$ cat src/rtl/xop_pkg.sv
package xop_pkg;

    // Operand class of a decoded word; the numeric values are visible at the port
    typedef enum logic [1:0] {
        CLS_THREE = 2'b00,
        CLS_TWO   = 2'b01,
        CLS_ONE   = 2'b10,
        CLS_ZERO  = 2'b11
    } opclass_e;

    // Number of register operand fields below the leading nibble
    localparam int unsigned NOPS = 3;

endpackage

$ cat src/rtl/xop_class_detect.sv
// Finds where the escape chain of all-ones nibbles ends and reports the class
module xop_class_detect
    import xop_pkg::*;
#(
    parameter int unsigned FIELD_W = 4
) (
    input  logic [(NOPS+1)*FIELD_W-1:0] word,
    output opclass_e                    cls,
    output logic                        one_upper
);
    localparam int unsigned NNIB = NOPS + 1;
    localparam logic [FIELD_W-1:0] ONES = {FIELD_W{1'b1}};
    localparam logic [FIELD_W-1:0] NEAR = ONES - FIELD_W'(1);

    logic [FIELD_W-1:0] nib [NNIB];
    logic [NNIB-1:0]    is_ones;
    logic [NNIB-1:0]    is_near;

    for (genvar k = 0; k < NNIB; k++) begin : g_nib
        assign nib[k]     = word[k*FIELD_W +: FIELD_W];
        assign is_ones[k] = (nib[k] == ONES);
        assign is_near[k] = (nib[k] == NEAR);
    end

    always_comb begin
        cls       = CLS_THREE;
        one_upper = 1'b0;
        if (!is_ones[3]) begin
            cls = CLS_THREE;
        end else if (!is_ones[2] && !is_near[2]) begin
            cls = CLS_TWO;
        end else if (is_near[2]) begin
            cls = CLS_ONE;
        end else if (!is_ones[1]) begin
            cls       = CLS_ONE;
            one_upper = 1'b1;
        end else begin
            cls = CLS_ZERO;
        end
    end

endmodule

$ cat src/rtl/xop_field_extract.sv
// Builds the dense index, the used flags and the masked register fields
module xop_field_extract
    import xop_pkg::*;
#(
    parameter int unsigned FIELD_W = 4,
    parameter int unsigned IDX_W   = 7
) (
    input  logic [(NOPS+1)*FIELD_W-1:0]  word,
    input  opclass_e                     cls,
    input  logic                         one_upper,
    output logic [IDX_W-1:0]             index,
    output logic [NOPS-1:0][FIELD_W-1:0] fld,
    output logic [NOPS-1:0]              used
);
    localparam int unsigned SPAN  = 1 << FIELD_W;
    localparam int unsigned N3    = SPAN - 1;
    localparam int unsigned N2    = SPAN - 2;
    localparam int unsigned N1    = 2 * SPAN - 1;
    localparam int unsigned BASE2 = N3;
    localparam int unsigned BASE1 = N3 + N2;
    localparam int unsigned BASE0 = N3 + N2 + N1;

    logic [1:0] nops;

    always_comb begin
        unique case (cls)
            CLS_THREE: nops = 2'd3;
            CLS_TWO:   nops = 2'd2;
            CLS_ONE:   nops = 2'd1;
            default:   nops = 2'd0;
        endcase
    end

    for (genvar k = 0; k < NOPS; k++) begin : g_fld
        assign used[k] = (int'(nops) > k);
        assign fld[k]  = used[k] ? word[k*FIELD_W +: FIELD_W] : '0;
    end

    always_comb begin
        unique case (cls)
            CLS_THREE: index = IDX_W'(word[3*FIELD_W +: FIELD_W]);
            CLS_TWO:   index = IDX_W'(BASE2) + IDX_W'(word[2*FIELD_W +: FIELD_W]);
            CLS_ONE:   index = IDX_W'(BASE1) + (one_upper ? IDX_W'(SPAN) : '0)
                             + IDX_W'(word[FIELD_W +: FIELD_W]);
            default:   index = IDX_W'(BASE0) + IDX_W'(word[0 +: FIELD_W]);
        endcase
    end

endmodule

$ cat src/rtl/xop_decoder.sv
// Registered decoder for words with a variable-length, escape-extended opcode
module xop_decoder
    import xop_pkg::*;
#(
    parameter int unsigned FIELD_W = 4,
    localparam int unsigned WORD_W = (NOPS + 1) * FIELD_W,
    localparam int unsigned SPAN   = 1 << FIELD_W,
    localparam int unsigned IDX_W  = $clog2(4 * SPAN - 3 + SPAN)
) (
    input  logic               clk,
    input  logic               rst_n,
    input  logic               in_valid,
    output logic               in_ready,
    input  logic [WORD_W-1:0]  in_word,
    output logic               out_valid,
    input  logic               out_ready,
    output logic [1:0]         out_class,
    output logic [IDX_W-1:0]   out_index,
    output logic [FIELD_W-1:0] out_f2,
    output logic [FIELD_W-1:0] out_f1,
    output logic [FIELD_W-1:0] out_f0,
    output logic [NOPS-1:0]    out_used
);
    typedef struct packed {
        logic                        vld;
        opclass_e                    cls;
        logic [IDX_W-1:0]            idx;
        logic [NOPS-1:0][FIELD_W-1:0] fld;
        logic [NOPS-1:0]             used;
    } rec_t;

    opclass_e                     dec_cls;
    logic                         dec_upper;
    logic [IDX_W-1:0]             dec_idx;
    logic [NOPS-1:0][FIELD_W-1:0] dec_fld;
    logic [NOPS-1:0]              dec_used;

    rec_t rec_d, rec_q;
    logic take_d;

    xop_class_detect #(.FIELD_W(FIELD_W)) u_detect (
        .word      (in_word),
        .cls       (dec_cls),
        .one_upper (dec_upper)
    );

    xop_field_extract #(.FIELD_W(FIELD_W), .IDX_W(IDX_W)) u_extract (
        .word      (in_word),
        .cls       (dec_cls),
        .one_upper (dec_upper),
        .index     (dec_idx),
        .fld       (dec_fld),
        .used      (dec_used)
    );

    always_comb begin
        take_d = !rec_q.vld || out_ready;
        rec_d  = rec_q;
        if (take_d) begin
            rec_d.vld = in_valid;
            if (in_valid) begin
                rec_d.cls  = dec_cls;
                rec_d.idx  = dec_idx;
                rec_d.fld  = dec_fld;
                rec_d.used = dec_used;
            end
        end
    end

    always_ff @(posedge clk or negedge rst_n) begin
        if (!rst_n) begin
            rec_q <= '0;
        end else begin
            rec_q <= rec_d;
        end
    end

    assign in_ready  = take_d;
    assign out_valid = rec_q.vld;
    assign out_class = rec_q.cls;
    assign out_index = rec_q.idx;
    assign out_f2    = rec_q.fld[2];
    assign out_f1    = rec_q.fld[1];
    assign out_f0    = rec_q.fld[0];
    assign out_used  = rec_q.used;

endmodule

$ cat config.mk
export PLATFORM = sky130hd
export DESIGN_NAME = xop_decoder
export DESIGN_NICKNAME = d
export VERILOG_FILES = /design/src/rtl/xop_pkg.sv /design/src/rtl/xop_class_detect.sv /design/src/rtl/xop_field_extract.sv /design/src/rtl/xop_decoder.sv
export SDC_FILE = /design/constraint.sdc
export NUM_CORES = 1
export LEC_CHECK = 0
export ABC_AREA = 1
export BUFFER_PORTS_ARGS = -buffer_cell sky130_fd_sc_hd__buf_2
export CORE_MARGIN = 3
export CORE_UTILIZATION = 30
export CTS_BUF_LIST = sky130_fd_sc_hd__clkbuf_4 sky130_fd_sc_hd__clkbuf_8 sky130_fd_sc_hd__clkbuf_16
export DETAILED_ROUTE_END_ITERATION = 10
export SETUP_SLACK_MARGIN = 0.05
export SLEW_MARGIN = 30
export SYNTH_ARGS = -nofsm -noshare
export SYNTH_HDL_FRONTEND = slang
export SYNTH_SLANG_ARGS = --single-unit
$ cat constraint.sdc
create_clock -name clk -period 1.17 [get_ports clk]
set_input_delay 0 -clock clk [delete_from_list [all_inputs] [get_ports clk]]
set_output_delay 0 -clock clk [all_outputs]
set_load 0.1 [all_outputs]
==> impl_metrics.yaml <==
sta:
  finalWorstSetupSlack_ps: -21.2
  final.min_clock_period_ps: 1190
  worstMarginPinSlew_ps: 556
  slew_violations: 0
  final.setup.tns_ps: -26.5
  fin_skew_ps: 2.78
  setup_violations: 2
  maxSlewHeadroom: 0.630
  hold_violations: 0
  rsz0062_at_grt: "true"
  whs_ps: 7.74
  min_period_over_period: 1.02
  clock.fmax_mhz: 839
routing:
  via_per_inst: 4.40
  drt_iter0_drc: 76
  postRouteAntennaNets: 0
  route.vias.total: 1332
  first_pass_iters: 4
  routed_wl_um: 3430
  wl_per_cell_um: 11.3
  route.detailed.drc: 0
critical_path:
  rrSetupSlack_ps: -20
  required_ps: 1330
  path_buf_inv: 0
  path_common_cell: "nand2_8"
  cp-start-kind: "flip-flop"
  worstPathMaxFanout: 5
  cp_slowest_stage_delay_ps: 510
  cp.arrival_ps: 1350
  path_delay_family: "flip-flops"
  worst_r2r_startpoint: "out_valid$_DFFE_PN0N_"
  critical_path_class: "reg2reg"
  crit_path_end_kind: "flip-flop"
  crit_start: "out_valid$_DFFE_PN0N_"
  critPathCapture: "out_index[4]$_DFFE_PN0P_"
  r2r_cells: 5
  timing.rr.end: "out_index[4]$_DFFE_PN0P_"
  worstPathCellList: "nand2_8, nand2_8, or2_4, o211ai_1, nand2_1"
  path_depth: 5
  cpMaxStageDelayCell: "dfrtp_4"
synthesis:
  synth_ff_type: "dfrtp_1"
  synth.area.mux_share: 0
  yosysUniqueCellTypes: 23
  ys_seq_area_frac: 0.450
  synth_area_leaders: "dfrtp_1 45%, nand2_1 19%, inv_1 6.8%, o21ai_0 5.0%, ha_1 4.5%"
  synth-xor-area-share: 0
  synth_fa_ha_area_frac: 0.0450
  syn_nets: 212
  synth-async-reset-ratio: 1.00
  synth_top_area_share: 0.450
  synth_top_family_by_area: "simple AND/OR/NAND/NOR gates"
  synth_compound_area_frac: 0.0766
  synth-simple-area-share: 0.347
  postSynthAreaPerCell_sq_um: 7.43
  synth_area_sq_mm: 0.00139
  synthTopCellsByCount: "71 x nand2_1, 25 x dfrtp_1, 25 x inv_1"
  ys_ff_latch: 25
  synth_edf_count: 0
  synthCells: 187
  ys.warnings.count: 0
  synth_area_leader_cell: "dfrtp_1"
  yosys.cell_count.top_type: "nand2_1"
pwr:
  vdd_ir_drop_max_mv: 0.485
  p_leak_nw: 1.11
  power_density_mw_per_mm2: 1550
global_route:
  antenna_found_initial: 0
  grt_pass1_vias: 1343
  grt_overflow: 0
  grt_pass1_wl_um: 5800
  track_usage: 0.136
  grt_max_degree: 26
placement:
  dp.cells: 298
  dpl_cell_area_sq_mm: 0.00185
  io_buffers: 45
  hpwl_um: 2800
  gp_congestion: 0.856
clock_tree:
  cts_tree: "built"
  htreeDepth: 1
  clk_path_buf_depth: 2
  clk_latency_ps: 270
  clkSlewWorstSetupHoldPaths_ps: 80
  cts.sinks: 25
  root_buffer: "clkbuf_8"
  cts_buffers: 3
layout:
  areaGrowthSynthToFinish_pct: 40.0
  fin_area_sq_mm: 0.00194
  layoutNonFillerInstCount: 303
  fill_cells: 461
  drive_gt1_frac: 0.339
  num_antenna_cells: 0
  nets: 277
floorplanning:
  die-area_sq_mm: 0.00548
  rows: 24
  dieWidth_um: 74.0
  io_pins: 46
  initial_core_util: 0.315
  die_y_um: 74.0
  core_area_sq_mm: 0.00441
status:
  outcome: "finished, violations left"
  violations: "negative setup slack"
job:
  drv_cap: 0
min_path:
  hold_class: "in2reg"
-- metal layers --
layer	part of all wire	global-route usage	wire, um
met1	0.48	0.169	1630
met2	0.47	0.237	1610
met3	0.043	0.0203	148
met4	0.013	0.0483	45
met5	0	0	0
-- registers in the layout (all words and copies together), names as in the netlist --
signal     cells
out_f1         4
out_f2         4
out_used       3
out_f0         4
out_valid      1
out_index      7
out_class      2
-- stage by stage --
step / total power [W] / util / setup slack [ps]
finish: 0.00301 / 0.440 / -21.2
global route: 0.00315 / 0.440 / -81.6
CTS: 0.00302 / 0.439 / -35.1
detailed placement: 0.00248 / 0.420 / -136
global placement: 0.00247 / 0.420 / -120
floorplan: 0.00216 / - / -311
-- worst reg2reg max path, delay by kind of cell, from the launching register on --
kind | cells | cell delay (ps)
compound gates | 1 | 100
simple gates | 4 | 460
flops | 1 | 510
-- layout by cell type, fill, tap and decap left out --
cell type      count
nand2_8            2
dfrtp_1           24
clkbuf_8           3
ha_1               5
nor2_1            15
nand2_2            3
inv_2              1
o21ai_0            5
nand3_1           10
nand4_1            2
clkbuf_4           1
dlygate4sd3_1      1
o21a_1             1
o21ai_2            2
nand2_1           67
nand2_4            2
nor2_4             3
buf_4             18
o21ai_1            9
nor2_2             2
nor2_8             1
inv_6              1
dfrtp_4            1
a21oi_1            1
o211ai_1           1
buf_12             2
a31oi_1            1
or2_4              1
buf_2             42
inv_1             24
-- worst min-delay path by stage --
stage          startpoint                        to  slack, ps  cells after the start
4_1_cts        in_word[1]     out_f0[1]$_DFFE_PN0P_         10                      3
3_5_place_dp        rst_n   out_used[0]$_DFFE_PN0P_         20                      1
2_1_floorplan       rst_n  out_class[0]$_DFFE_PN0P_       -300                      0
5_1_grt        in_word[3]     out_f0[3]$_DFFE_PN0P_         20                      3
3_3_place_gp        rst_n   out_used[0]$_DFFE_PN0P_         20                      1
6_report       in_word[1]     out_f0[1]$_DFFE_PN0P_          8                      3
-- report_power, final --
group	switching, W	leakage, nW	internal (W)	total (W)
combinational	0.00116	0.780	0.000276	0.00143
clock	0.000260	0.0262	0.000267	0.000527
sequential	0.0000651	0.305	0.000979	0.00104
-- cells by family after synthesis --
family / after synthesis
AO/OA/AOI/OAI: 20
flip-flops: 25
AND/OR/NAND/NOR: 108
buffers and inverters: 29
adder cells (fa/ha/maj): 5
-- area by class of cell --
class,instances,area (sq um),share of cell area
Tap cell,52,65.1,0.0335
Clock buffer,4,48.8,0.0251
Multi-Input combinational cell,133,703,0.362
Sequential cell,25,629,0.324
Inverter,26,103,0.0528
Timing Repair Buffer,63,395,0.203
-- repair_timing --
action / CTS / global route
setup endpoints to repair: 18 / 22
gates resized for setup: 8 / 8
hold endpoints to repair: 25 / 0
buffers inserted: 0 / 0
hold buffers: 1 / 0
pin swaps: 1 / 2
Note: power is estimated with default switching activity, not from simulation.
